**config.mk**
```make
export PLATFORM = sky130hd
export DESIGN_NAME = spi_flash_frame_decoder
export DESIGN_NICKNAME = d
export VERILOG_FILES = /design/src/rtl/sfd_pkg.sv /design/src/rtl/sfd_pin_sampler.sv /design/src/rtl/sfd_byte_rx.sv /design/src/rtl/sfd_byte_tx.sv /design/src/rtl/spi_flash_frame_decoder.sv
export SDC_FILE = /design/constraint.sdc
export NUM_CORES = 1
export LEC_CHECK = 0
export BUFFER_PORTS_ARGS = -buffer_cell sky130_fd_sc_hd__buf_2
export CORE_MARGIN = 2
export CORE_UTILIZATION = 55
export CTS_BUF_LIST = sky130_fd_sc_hd__clkbuf_4 sky130_fd_sc_hd__clkbuf_8
export DETAILED_ROUTE_END_ITERATION = 7
export HOLD_SLACK_MARGIN = 0.08
export PLACE_DENSITY = 0.89
export RECOVER_POWER = 25
export SYNTH_ARGS = -nofsm -noshare
export SYNTH_HDL_FRONTEND = slang
export SYNTH_SLANG_ARGS = --single-unit
```
**constraint.sdc**
```tcl
create_clock -name clk -period 6.6 [get_ports clk]
set_input_delay 1.32 -clock clk [delete_from_list [all_inputs] [get_ports clk]]
set_output_delay 1.32 -clock clk [all_outputs]
set_load 0.005 [all_outputs]
```
**src/rtl/sfd_pkg.sv**
```systemverilog
package sfd_pkg;

    typedef enum logic [2:0] {
        K_NONE  = 3'd0,
        K_SECT  = 3'd1,
        K_BLK32 = 3'd2,
        K_BLK64 = 3'd3,
        K_CHIP  = 3'd4,
        K_PROG  = 3'd5,
        K_WRSR  = 3'd6
    } kind_e;

    typedef enum logic [1:0] {
        SRC_MEM,
        SRC_STAT,
        SRC_ID,
        SRC_JID
    } src_e;

    typedef enum logic [2:0] {
        ST_IDLE,
        ST_OPCODE,
        ST_ADDR,
        ST_DUMMY,
        ST_WDATA,
        ST_STREAM,
        ST_ARMED,
        ST_DRAIN
    } state_e;

    typedef struct packed {
        logic  known;
        logic  has_addr;
        logic  dummy;
        logic  wdata;
        logic  is_read;
        src_e  src;
        kind_e kind;
    } op_info_t;

    function automatic op_info_t classify(input logic [7:0] op);
        op_info_t r;
        r = '0;
        case (op)
            8'h03: begin r.known = 1'b1; r.has_addr = 1'b1; r.is_read = 1'b1; r.src = SRC_MEM; end
            8'h0B: begin r.known = 1'b1; r.has_addr = 1'b1; r.is_read = 1'b1; r.dummy = 1'b1; r.src = SRC_MEM; end
            8'h20: begin r.known = 1'b1; r.has_addr = 1'b1; r.kind = K_SECT; end
            8'h52: begin r.known = 1'b1; r.has_addr = 1'b1; r.kind = K_BLK32; end
            8'hD8: begin r.known = 1'b1; r.has_addr = 1'b1; r.kind = K_BLK64; end
            8'h60, 8'hC7: begin r.known = 1'b1; r.kind = K_CHIP; end
            8'h02: begin r.known = 1'b1; r.has_addr = 1'b1; r.wdata = 1'b1; r.kind = K_PROG; end
            8'h01: begin r.known = 1'b1; r.wdata = 1'b1; r.kind = K_WRSR; end
            8'h05: begin r.known = 1'b1; r.is_read = 1'b1; r.src = SRC_STAT; end
            8'h90, 8'hAB: begin r.known = 1'b1; r.has_addr = 1'b1; r.is_read = 1'b1; r.src = SRC_ID; end
            8'h9F: begin r.known = 1'b1; r.is_read = 1'b1; r.src = SRC_JID; end
            default: ;
        endcase
        return r;
    endfunction

endpackage

```
**src/rtl/sfd_pin_sampler.sv**
```systemverilog
module sfd_pin_sampler (
    input  logic clk,
    input  logic rst_n,
    input  logic sck,
    input  logic cs_n,
    input  logic mosi,
    output logic sck_rise,
    output logic sck_fall,
    output logic cs_fall,
    output logic cs_rise,
    output logic cs_now,
    output logic rx_en,
    output logic mosi_s
);
    // bit 2 = sck, bit 1 = cs_n, bit 0 = mosi
    localparam logic [2:0] IDLE_PINS = 3'b010;

    logic [2:0] cur_q;
    logic [2:0] prv_q;

    always_ff @(posedge clk or negedge rst_n) begin
        if (!rst_n) begin
            cur_q <= IDLE_PINS;
            prv_q <= IDLE_PINS;
        end else begin
            cur_q <= {sck, cs_n, mosi};
            prv_q <= cur_q;
        end
    end

    assign sck_rise = cur_q[2] & ~prv_q[2];
    assign sck_fall = ~cur_q[2] & prv_q[2];
    assign cs_fall  = ~cur_q[1] & prv_q[1];
    assign cs_rise  = cur_q[1] & ~prv_q[1];
    assign cs_now   = cur_q[1];
    // a bit that arrives together with the enable rise still counts
    assign rx_en    = ~prv_q[1];
    assign mosi_s   = cur_q[0];

endmodule

```
**src/rtl/sfd_byte_rx.sv**
```systemverilog
module sfd_byte_rx #(
    parameter int W = 8
) (
    input  logic         clk,
    input  logic         rst_n,
    input  logic         en,
    input  logic         rise,
    input  logic         din,
    output logic         byte_done,
    output logic [W-1:0] byte_val
);
    localparam int CW = $clog2(W);

    logic [CW-1:0] cnt_q;
    logic [W-2:0]  sh_q;

    always_ff @(posedge clk or negedge rst_n) begin
        if (!rst_n) begin
            cnt_q <= '0;
            sh_q  <= '0;
        end else if (!en) begin
            cnt_q <= '0;
        end else if (rise) begin
            cnt_q <= (cnt_q == CW'(W - 1)) ? '0 : cnt_q + 1'b1;
            sh_q  <= {sh_q[W-3:0], din};
        end
    end

    assign byte_done = en & rise & (cnt_q == CW'(W - 1));
    assign byte_val  = {sh_q, din};

endmodule

```
**src/rtl/sfd_byte_tx.sv**
```systemverilog
module sfd_byte_tx #(
    parameter int W = 8
) (
    input  logic         clk,
    input  logic         rst_n,
    input  logic         en,
    input  logic         fall,
    input  logic [W-1:0] src_byte,
    output logic         taken,
    output logic         dout
);
    localparam int CW = $clog2(W);

    logic [CW-1:0] cnt_q;
    logic [W-2:0]  sh_q;

    assign taken = en & fall & (cnt_q == '0);

    always_ff @(posedge clk or negedge rst_n) begin
        if (!rst_n) begin
            cnt_q <= '0;
            sh_q  <= '0;
            dout  <= 1'b0;
        end else if (!en) begin
            cnt_q <= '0;
        end else if (fall) begin
            cnt_q <= (cnt_q == CW'(W - 1)) ? '0 : cnt_q + 1'b1;
            if (cnt_q == '0) begin
                dout <= src_byte[W-1];
                sh_q <= src_byte[W-2:0];
            end else begin
                dout <= sh_q[W-2];
                sh_q <= {sh_q[W-3:0], 1'b0};
            end
        end
    end

endmodule

```
**src/rtl/spi_flash_frame_decoder.sv**
```systemverilog
module spi_flash_frame_decoder
    import sfd_pkg::*;
#(
    parameter int          ADDR_BYTES = 3,
    parameter int          SECTOR_LSB = 12,
    parameter int          BLK32_LSB  = 15,
    parameter int          BLK64_LSB  = 16,
    parameter logic [7:0]  MFR_ID     = 8'h5E,
    parameter logic [7:0]  DEV_ID     = 8'h17,
    parameter logic [23:0] JEDEC_ID   = 24'h5E2614
) (
    input  logic                    clk,
    input  logic                    rst_n,
    input  logic                    sck,
    input  logic                    cs_n,
    input  logic                    mosi,
    output logic                    miso,
    output logic                    miso_oe,
    output logic [8*ADDR_BYTES-1:0] rd_addr,
    input  logic [7:0]              rd_data,
    input  logic [7:0]              status_in,
    output logic                    cmd_valid,
    output logic [2:0]              cmd_kind,
    output logic [8*ADDR_BYTES-1:0] cmd_addr,
    output logic [7:0]              cmd_data
);
    localparam int AW  = 8 * ADDR_BYTES;
    localparam int BIW = $clog2(ADDR_BYTES + 1);
    localparam logic [AW-1:0] MASK_SECT  = ~((AW'(1) << SECTOR_LSB) - AW'(1));
    localparam logic [AW-1:0] MASK_BLK32 = ~((AW'(1) << BLK32_LSB) - AW'(1));
    localparam logic [AW-1:0] MASK_BLK64 = ~((AW'(1) << BLK64_LSB) - AW'(1));

    logic sck_rise, sck_fall, cs_fall, cs_rise, cs_now, rx_en, mosi_s;
    logic byte_done;
    logic [7:0] rx_byte;
    logic tx_taken;
    logic [7:0] src_byte;

    state_e   state, nxt;
    op_info_t info;
    logic     commit;

    kind_e          kind_q;
    src_e           src_q;
    logic           read_q, dummy_q, wdata_q;
    logic [AW-1:0]  addr_q;
    logic [7:0]     data_q;
    logic [BIW-1:0] byte_idx;
    logic [1:0]     id_idx;
    logic           last_addr;

    kind_e         kind_eff;
    logic [AW-1:0] addr_eff;
    logic [7:0]    data_eff;

    sfd_pin_sampler u_pins (
        .clk(clk), .rst_n(rst_n), .sck(sck), .cs_n(cs_n), .mosi(mosi),
        .sck_rise(sck_rise), .sck_fall(sck_fall), .cs_fall(cs_fall),
        .cs_rise(cs_rise), .cs_now(cs_now), .rx_en(rx_en), .mosi_s(mosi_s)
    );

    sfd_byte_rx #(.W(8)) u_rx (
        .clk(clk), .rst_n(rst_n), .en(rx_en), .rise(sck_rise), .din(mosi_s),
        .byte_done(byte_done), .byte_val(rx_byte)
    );

    sfd_byte_tx #(.W(8)) u_tx (
        .clk(clk), .rst_n(rst_n), .en(miso_oe), .fall(sck_fall),
        .src_byte(src_byte), .taken(tx_taken), .dout(miso)
    );

    assign info      = classify(rx_byte);
    assign last_addr = (byte_idx == BIW'(ADDR_BYTES - 1));
    assign miso_oe   = (state == ST_STREAM) && !cs_now;
    assign rd_addr   = addr_q;

    // state register
    always_ff @(posedge clk or negedge rst_n) begin
        if (!rst_n) state <= ST_IDLE;
        else        state <= nxt;
    end

    // next state and commit decision
    always_comb begin
        nxt    = state;
        commit = 1'b0;
        unique case (state)
            ST_IDLE: ;
            ST_OPCODE: if (byte_done) begin
                if (!info.known)       nxt = ST_DRAIN;
                else if (info.has_addr) nxt = ST_ADDR;
                else if (info.wdata)    nxt = ST_WDATA;
                else if (info.is_read)  nxt = ST_STREAM;
                else                    nxt = ST_ARMED;
            end
            ST_ADDR: if (byte_done && last_addr) begin
                if (read_q)       nxt = dummy_q ? ST_DUMMY : ST_STREAM;
                else if (wdata_q) nxt = ST_WDATA;
                else              nxt = ST_ARMED;
            end
            ST_DUMMY:  if (byte_done) nxt = ST_STREAM;
            ST_WDATA:  if (byte_done) nxt = ST_ARMED;
            ST_STREAM: ;
            ST_ARMED:  if (sck_rise && rx_en) nxt = ST_DRAIN;
            ST_DRAIN:  ;
            default:   nxt = ST_IDLE;
        endcase
        if (cs_rise) begin
            commit = (nxt == ST_ARMED);
            nxt    = ST_IDLE;
        end
        if (cs_fall) nxt = ST_OPCODE;
    end

    // values as they stand once the byte of this cycle is absorbed
    always_comb begin
        kind_eff = (state == ST_OPCODE) ? info.kind : kind_q;
        addr_eff = (state == ST_ADDR) ? AW'({addr_q, rx_byte}) : addr_q;
        data_eff = (state == ST_WDATA) ? rx_byte : data_q;
    end

    function automatic logic [AW-1:0] align(input kind_e k, input logic [AW-1:0] a);
        case (k)
            K_SECT:  return a & MASK_SECT;
            K_BLK32: return a & MASK_BLK32;
            K_BLK64: return a & MASK_BLK64;
            default: return a;
        endcase
    endfunction

    always_comb begin
        unique case (src_q)
            SRC_MEM:  src_byte = rd_data;
            SRC_STAT: src_byte = status_in;
            SRC_ID:   src_byte = id_idx[0] ? DEV_ID : MFR_ID;
            SRC_JID:  src_byte = (id_idx == 2'd0) ? JEDEC_ID[23:16] :
                                 (id_idx == 2'd1) ? JEDEC_ID[15:8] : JEDEC_ID[7:0];
            default:  src_byte = 8'h00;
        endcase
    end

    // frame datapath and outputs
    always_ff @(posedge clk or negedge rst_n) begin
        if (!rst_n) begin
            kind_q    <= K_NONE;
            src_q     <= SRC_MEM;
            read_q    <= 1'b0;
            dummy_q   <= 1'b0;
            wdata_q   <= 1'b0;
            addr_q    <= '0;
            data_q    <= '0;
            byte_idx  <= '0;
            id_idx    <= '0;
            cmd_valid <= 1'b0;
            cmd_kind  <= 3'd0;
            cmd_addr  <= '0;
            cmd_data  <= '0;
        end else begin
            cmd_valid <= 1'b0;
            if (cs_fall) begin
                addr_q   <= '0;
                data_q   <= '0;
                byte_idx <= '0;
                id_idx   <= '0;
            end
            if (state == ST_OPCODE && byte_done) begin
                kind_q  <= info.kind;
                src_q   <= info.src;
                read_q  <= info.is_read;
                dummy_q <= info.dummy;
                wdata_q <= info.wdata;
            end
            if (state == ST_ADDR && byte_done) begin
                addr_q   <= AW'({addr_q, rx_byte});
                byte_idx <= byte_idx + 1'b1;
                if (last_addr) id_idx <= {1'b0, rx_byte[0]};
            end
            if (state == ST_WDATA && byte_done) data_q <= rx_byte;
            if (tx_taken) begin
                unique case (src_q)
                    SRC_MEM:  addr_q <= addr_q + 1'b1;
                    SRC_STAT: ;
                    SRC_ID:   id_idx[0] <= ~id_idx[0];
                    SRC_JID:  id_idx <= (id_idx == 2'd2) ? 2'd0 : id_idx + 1'b1;
                    default:  ;
                endcase
            end
            if (commit) begin
                cmd_valid <= 1'b1;
                cmd_kind  <= kind_eff;
                cmd_addr  <= align(kind_eff, addr_eff);
                cmd_data  <= data_eff;
            end
        end
    end

    // output enable is released once chip enable has risen
    assert_oe_release_R12: assert property (@(posedge clk) disable iff (!rst_n)
        cs_rise |=> !miso_oe);

    // the strobe never lasts two cycles
    assert_single_strobe_R6: assert property (@(posedge clk) disable iff (!rst_n)
        cmd_valid |=> !cmd_valid);

    // only the six write kinds are ever reported
    assert_kind_legal_R2: assert property (@(posedge clk) disable iff (!rst_n)
        cmd_valid |-> (cmd_kind != 3'd0 && cmd_kind <= 3'd6));

    // a sector erase address is aligned to the sector
    assert_sector_aligned_R2: assert property (@(posedge clk) disable iff (!rst_n)
        (cmd_valid && cmd_kind == 3'd1) |-> (cmd_addr[SECTOR_LSB-1:0] == '0));

    // a 64 KB erase address is aligned to the block
    assert_blk64_aligned_R2: assert property (@(posedge clk) disable iff (!rst_n)
        (cmd_valid && cmd_kind == 3'd3) |-> (cmd_addr[BLK64_LSB-1:0] == '0));

    // a read stream never ends in a strobe
    assert_no_read_commit_R7: assert property (@(posedge clk) disable iff (!rst_n)
        cmd_valid |-> ($past(state) != ST_STREAM));

endmodule

```
; ---- Word-level counts from Yosys, hierarchy flattened
; Cells that the tools add are included.
[totals]
latch_bits = 0
in_bits = 21
mem_bits_rw = 0
word_cells = 146
mem_bits_ro = 0
out_inout_bits = 62
n_memories = 0
regBits = 110
[op_classes]
shift = 0
div_mod_pow = 0
n_mul = 0
n_reduce_logical = 21
bitwise = 13
order_cmp = 0
muxes = 54
addsub = 5
eq_ne = 32
[op_table]
columns = cell, n
row1 = 24-bit two-way mux, 5
row2 = 3-bit two-way mux, 18
row3 = 16-bit case mux with 3 select lines, 1
row4 = 8-bit equality test (second input constant), 5
row5 = 8-bit case mux with 4 select lines, 1
row6 = 24-bit by 1-bit adder with 24-bit output (second input constant), 1
row7 = 8-bit two-way mux, 3
row8 = 7-bit two-way mux, 3
row9 = 2-bit two-way mux, 10
row10 = 3-bit equality test (second input constant), 6
row11 = 3-bit case mux with 6 select lines, 1
row12 = 8-bit by 2-bit equality test with 1-bit output (second input constant), 2
row13 = 8-bit by 7-bit equality test with 1-bit output (second input constant), 2
row14 = 3-bit case mux with 5 select lines, 1
row15 = 13-bit OR reduction, 1
row16 = 3-bit by 2-bit equality test with 1-bit output (second input constant), 4
row17 = 3-bit case mux with 4 select lines, 1
row18 = 1-bit bitwise AND, 8
row19 = 2-bit equality test (second input constant), 4
row20 = 8-bit by 1-bit equality test with 1-bit output (second input constant), 1
row21 = 8-bit by 3-bit equality test with 1-bit output (second input constant), 1
row22 = 8-bit by 4-bit equality test with 1-bit output (second input constant), 1
row23 = 8-bit by 6-bit equality test with 1-bit output (second input constant), 1
row24 = 1-bit two-way mux, 8
row25 = other kinds (16), 36

; ---- Logic depth before layout (Yosys ltp)
[depth]
depth_word = 12
mapped_depth = 11
ltp_nobuf = 9

; ---- By module
; A second synthesis with hierarchy kept.
[hier_totals]
hier_cells = 601
hier_area_um2 = 6165.9
[modules_own_cells]
columns = mod, instances, area_per_inst_um2, cells_each, seq_area_each_um2
row1 = spi_flash_frame_decoder, 1, 4998.5, 513, 2077.0
row2 = sfd_byte_tx, 1, 580.6, 50, 275.3
row3 = sfd_byte_rx, 1, 425.4, 28, 250.2
row4 = sfd_pin_sampler, 1, 161.4, 10, 127.6

; ---- Worst setup path after synthesis
; Ideal clock, no wire load.
[synth_path]
path_type = reg2reg
start = register u_pins.prv_q[1]
end = register cmd_addr[10]
slack_ns = 3.989
path_stages_with_launch = 9
t_required_ns = 6.475
n_path_buf = 2
arrival_ns = 2.487
period_less_slack_ns = 2.611
setup_ns = 0.125
path_cell_list = dfstp_2 -> buf_6 -> nor3b_4 -> and2_2 -> nand2_1 -> o211a_1 -> nor4_4 -> buf_6 -> mux2_2
[synth_via]
elab_chain_cells = 8
elab_cells_between_ends = 14
classes_between = eq/ne (1) / mux (7) / bitwise (4) / reduce/logical (2)
[synth_rtl]
columns = item, line_no
row1 = start: declaration, sfd_pin_sampler.sv:19  ; logic [2:0] prv_q;
row2 = start signal: assignment, sfd_pin_sampler.sv:27  ; prv_q <= cur_q;
row3 = 1-bit inverter (no line) (*), n/a
row4 = 1-bit bitwise AND (2 in series), sfd_byte_rx.sv:29  ; assign byte_done = en & rise & (cnt_q == CW'(W - 1));
row5 = 1-bit logical AND, spi_flash_frame_decoder.sv:96  ; ST_ADDR: if (byte_done && last_addr) begin
row6 = 3-bit two-way mux, spi_flash_frame_decoder.sv:96
row7 = 3-bit case mux with 5 select lines, spi_flash_frame_decoder.sv:87  ; unique case (state)
row8 = 3-bit equality test, spi_flash_frame_decoder.sv:109  ; commit = (nxt == ST_ARMED);
row9 = 1-bit two-way mux (*), spi_flash_frame_decoder.sv:108  ; if (cs_rise) begin
row10 = end signal: assignment, spi_flash_frame_decoder.sv:191  ; cmd_addr <= align(kind_eff, addr_eff);
row11 = end: declaration, spi_flash_frame_decoder.sv:24  ; output logic [8*ADDR_BYTES-1:0] cmd_addr,
; Mark *: on every way between the ends. The rest lies on a longest branch, timed or not.
; A chain may end at the register's enable or synchronous reset.

; ---- Worst setup path in the final report
[layout_path]
start = register state[1]
end = register addr_q[12] (netlist: rd_addr[12])
[layout_via]
elab_chain_cells = 5
elab_cells_between_ends = 9
classes_between = eq/ne (2) / mux (3) / bitwise (2) / reduce/logical (2)
[layout_rtl]
columns = item, line_no
row1 = start: declaration, spi_flash_frame_decoder.sv:39  ; state_e state, nxt;
row2 = start signal: assignment, spi_flash_frame_decoder.sv:80  ; else state <= nxt;
row3 = 3-bit by 2-bit equality test with 1-bit output or 3-bit equality test (tied branches), "spi_flash_frame_decoder.sv:173, spi_flash_frame_decoder.sv:74"
row4 = 1-bit logical AND (on tied branches), "spi_flash_frame_decoder.sv:173, spi_flash_frame_decoder.sv:74"
row5 = 24-bit two-way mux or 1-bit bitwise AND (tied branches), "spi_flash_frame_decoder.sv:173, sfd_byte_tx.sv:17"
row6 = 24-bit two-way mux or 1-bit bitwise AND (tied branches), "spi_flash_frame_decoder.sv:180, sfd_byte_tx.sv:17"
row7 = 24-bit two-way mux (*), spi_flash_frame_decoder.sv:179  ; if (tx_taken) begin
row8 = end signal: assignment, spi_flash_frame_decoder.sv:174  ; addr_q <= AW'({addr_q, rx_byte});
row9 = end signal: assignment, spi_flash_frame_decoder.sv:181  ; SRC_MEM: addr_q <= addr_q + 1'b1;
row10 = end: declaration, spi_flash_frame_decoder.sv:46  ; logic [AW-1:0] addr_q;
; Marked as above.

==> flow_summary.toml <==
[outcome]
status = "complete, but fails checks"
violations = "max-capacitance violations, max-slew violations"

[hold_path]
worstHoldPathType = "register to register"
hold_depth = 0
hold_start = "u_pins.cur_q[1]"

[worst_setup_path]
rr_worst_depth = 8
r2r-start = "state[1]"
startpoint = "state[1]"
path_max_fanout = 33
worstSetupEndpointType = "register"
startpoint_type = "register"
cp.arrival_ps = 3930
crit_type = "register to register"
crit_required_ps = 6850

[die]
die_y_um = 107.9
rows = 37
initial_core_util_pct = 57.00
ios = 83
core-area_sq_mm = 0.01042
dieArea_sq_mm = 0.01164
die_x_um = 107.9

[synthesis]
synth_area_per_cell_sq_um = 9.379
synth_cell_types = 61
synth_nets = 661
yosys-top-cells-count = "nand2_1, dfrtp_1, o21ai_0, mux2_2, a21oi_1"
yosysMostFrequentCell = "nand2_1"
ys_ff_latch = 109
synth.top_cell.area_share_pct = 45.10
ys_top_cells_by_area = "dfrtp_1, mux2_2, nand2_1, o21ai_0, a21oi_1"
yosys_warnings = 0
synth_seq_area_share_pct = 45.99
syn_inst = 633
syn_area_sq_mm = 0.005937
yosysTopAreaCell = "dfrtp_1"
postSynth.asyncResetShare_pct = 100.0
synth_edf_count = 0
yosys_most_used_dff = "dfrtp_1"

[drt]
drt_iter0_drc = 510
remaining_drc_errors = 0
routed_via_density = 6.197
vias = 5094
met2_length_mm = 6.771
routed-wl-met3_mm = 1.373
dr.max_layer_used = "met4"
wl_mm = 14.59
wl_per_cell_um = 17.75
wl_met1_mm = 6.160
ant_nets = 0
drt_first_pass_iters = 6

[power_and_ir_drop]
power_density_mw_per_mm2 = 200.1
peakVddDrop_mv = 0.1720
p_leak_nw = 3.049

[grt]
grt_pass1_wl_mm = 24.11
grtUsageTotal_pct = 26.11
antenna_found_initial = 0
grt_max_degree = 76
overflow = 0
grt_pass1_vias = 4895

[placed_design]
dpl.hpwl_mm = 9.888
globalplace.congestion = 0.9276
port-buffer-count = 82
dp.cells = 806

[cts]
cts_resized = 0
cts_hold_buf = 0
htree_levels = 3
clock-sinks = 109
numCtsBuffers = 9
cts_buffer_depth = 2
worstSkewPairLatency_ps = 380
cts_setup_buffers = 0
tritoncts = "yes"
clk_pin_slew_worst_paths_ps = 110
cts-root-buf = "clkbuf_8"

[layout]
layout-drive-gt1-share_pct = 22.30
syn2layout_area_growth_pct = 9.547
final_cells = 822
fillers = 846
n_antenna_cell = 0
final_nets = 709

[timing]
fin_crit_sh_pct = 55.67
finalClockSkew_ps = 15.18
period_minus_slack_ps = 3674
drv_slew = 36
hold_violations = 0
setup_viol = 0
slew_headroom_pct = -25.87
tns_ps = 0
rsz0062_at_grt = "false"
clock.fmax_ghz = 0.2722
tightestPinTransition_ps = 1888

[job]
cap_violations = 1
==> final cells by class <==
class	count	area [sq um]	area share [%]
clock buffer	11	145.1	2.232
clock inverter	5	43.79	0.6733
sequential	109	2730	41.98
inverter	10	37.54	0.5771
tap	136	170.2	2.616
timing repair buffer	86	436.7	6.714
multi-input combinational	465	2940	45.21
==> cell families after synthesis <==
logic type / count (synthesis) / synth area share (%)
AOI/OAI and AO/OA: 135 / 14.23
buffers and inverters: 59 / 4.468
adders and majority gates: 8 / 1.644
xor gates and xnor gates: 3 / 0.4427
muxes: 60 / 11.17
and+or+nand+nor: 259 / 22.07
DFF: 109 / 45.99
==> stage by stage <==
| stage | instance area, sq um | power (W) | utilization (%) | worst slack, ps | hold slack (ps) |
|---|---|---|---|---|---|
| 4_1_cts | 6523 | 0.001303 | 62.62 | 3028 | 397.2 |
| 6_report | 6504 | 0.001301 | 62.44 | 2926 | 421.4 |
| 3_3_place_gp | 6334 | 0.0009112 | 60.80 | 3264 | 383.8 |
| 5_1_grt | 6504 | 0.001351 | 62.44 | 2551 | 451.3 |
| 3_5_place_dp | 6334 | 0.0009218 | 60.80 | 3036 | 383.7 |
| 2_1_floorplan | 5937 | 0.0008723 | - | 3989 | 373.1 |
==> per-layer routing <==
layer | vias to the layer above | GRT usage, %
met1 | 2437 | 37.00
met4 | 0 | 7.967
met2 | 273 | 39.89
met5 | - | 0
met3 | 40 | 6.295
li1 | 2344 | -
==> worst max-delay path: stages, from the launching register on <==
cell,delay (ps)
dfrtp_1,490
nand4b_1,320
inv_1,120
nand2_1,300
or4_1,1040
nand3_1,660
inv_1,210
o21ai_0,240
o311ai_0,160
==> registers in the layout (all words and copies together) (netlist names), 2 cells and up <==
name and cells:
byte_idx 2, cmd_addr 24, cmd_data 8, cmd_kind 3
data_q 8, id_idx 2, kind_q 3, rd_addr 24
src_q 2, state 3, u_pins.cur_q 3, u_pins.prv_q 2
u_rx.cnt_q 3, u_rx.sh_q 7, u_tx.cnt_q 3, u_tx.sh_q 7
==> report_power, final <==
part           leakage, nW  internal, W  switching [W]
Combinational         1.49    0.0000617      0.0000706
Clock               0.0975     0.000156       0.000234
Sequential            1.46     0.000686      0.0000932
Total                 3.05     0.000904       0.000398
==> worst paths after layout <==
path                            slack (ps)              end
worst max-delay path                  2930      rd_addr[12]
worst min-delay path                   420  u_pins.prv_q[1]
worst max register to register        2930      rd_addr[12]
worst min register to register         420  u_pins.prv_q[1]
max in group asynchronous             3360        kind_q[1]
min in group asynchronous             1460    u_tx.cnt_q[0]
==> cell usage in the layout, fill, tap and decap left out, types with 5 or more instances in the layout <==
master | synthesis | layout
and2_1 | 7 | 7
and3_1 | 8 | 8
a221o_1 | 14 | 14
buf_2 | 9 | 79
nor3b_1 | 12 | 12
nand2_1 | 114 | 114
clkbuf_8 | 0 | 10
a31oi_1 | 6 | 6
a21oi_1 | 38 | 38
inv_1 | 10 | 10
a211oi_1 | 5 | 5
ha_1 | 7 | 7
nor2b_1 | 9 | 9
dfrtp_1 | 107 | 107
nor3_1 | 15 | 15
o21ai_0 | 49 | 49
mux2_2 | 46 | 46
nand4_1 | 5 | 5
nor2_1 | 37 | 37
nand3_1 | 20 | 20
mux2i_1 | 10 | 10
Power figures use the tool's default switching activity.
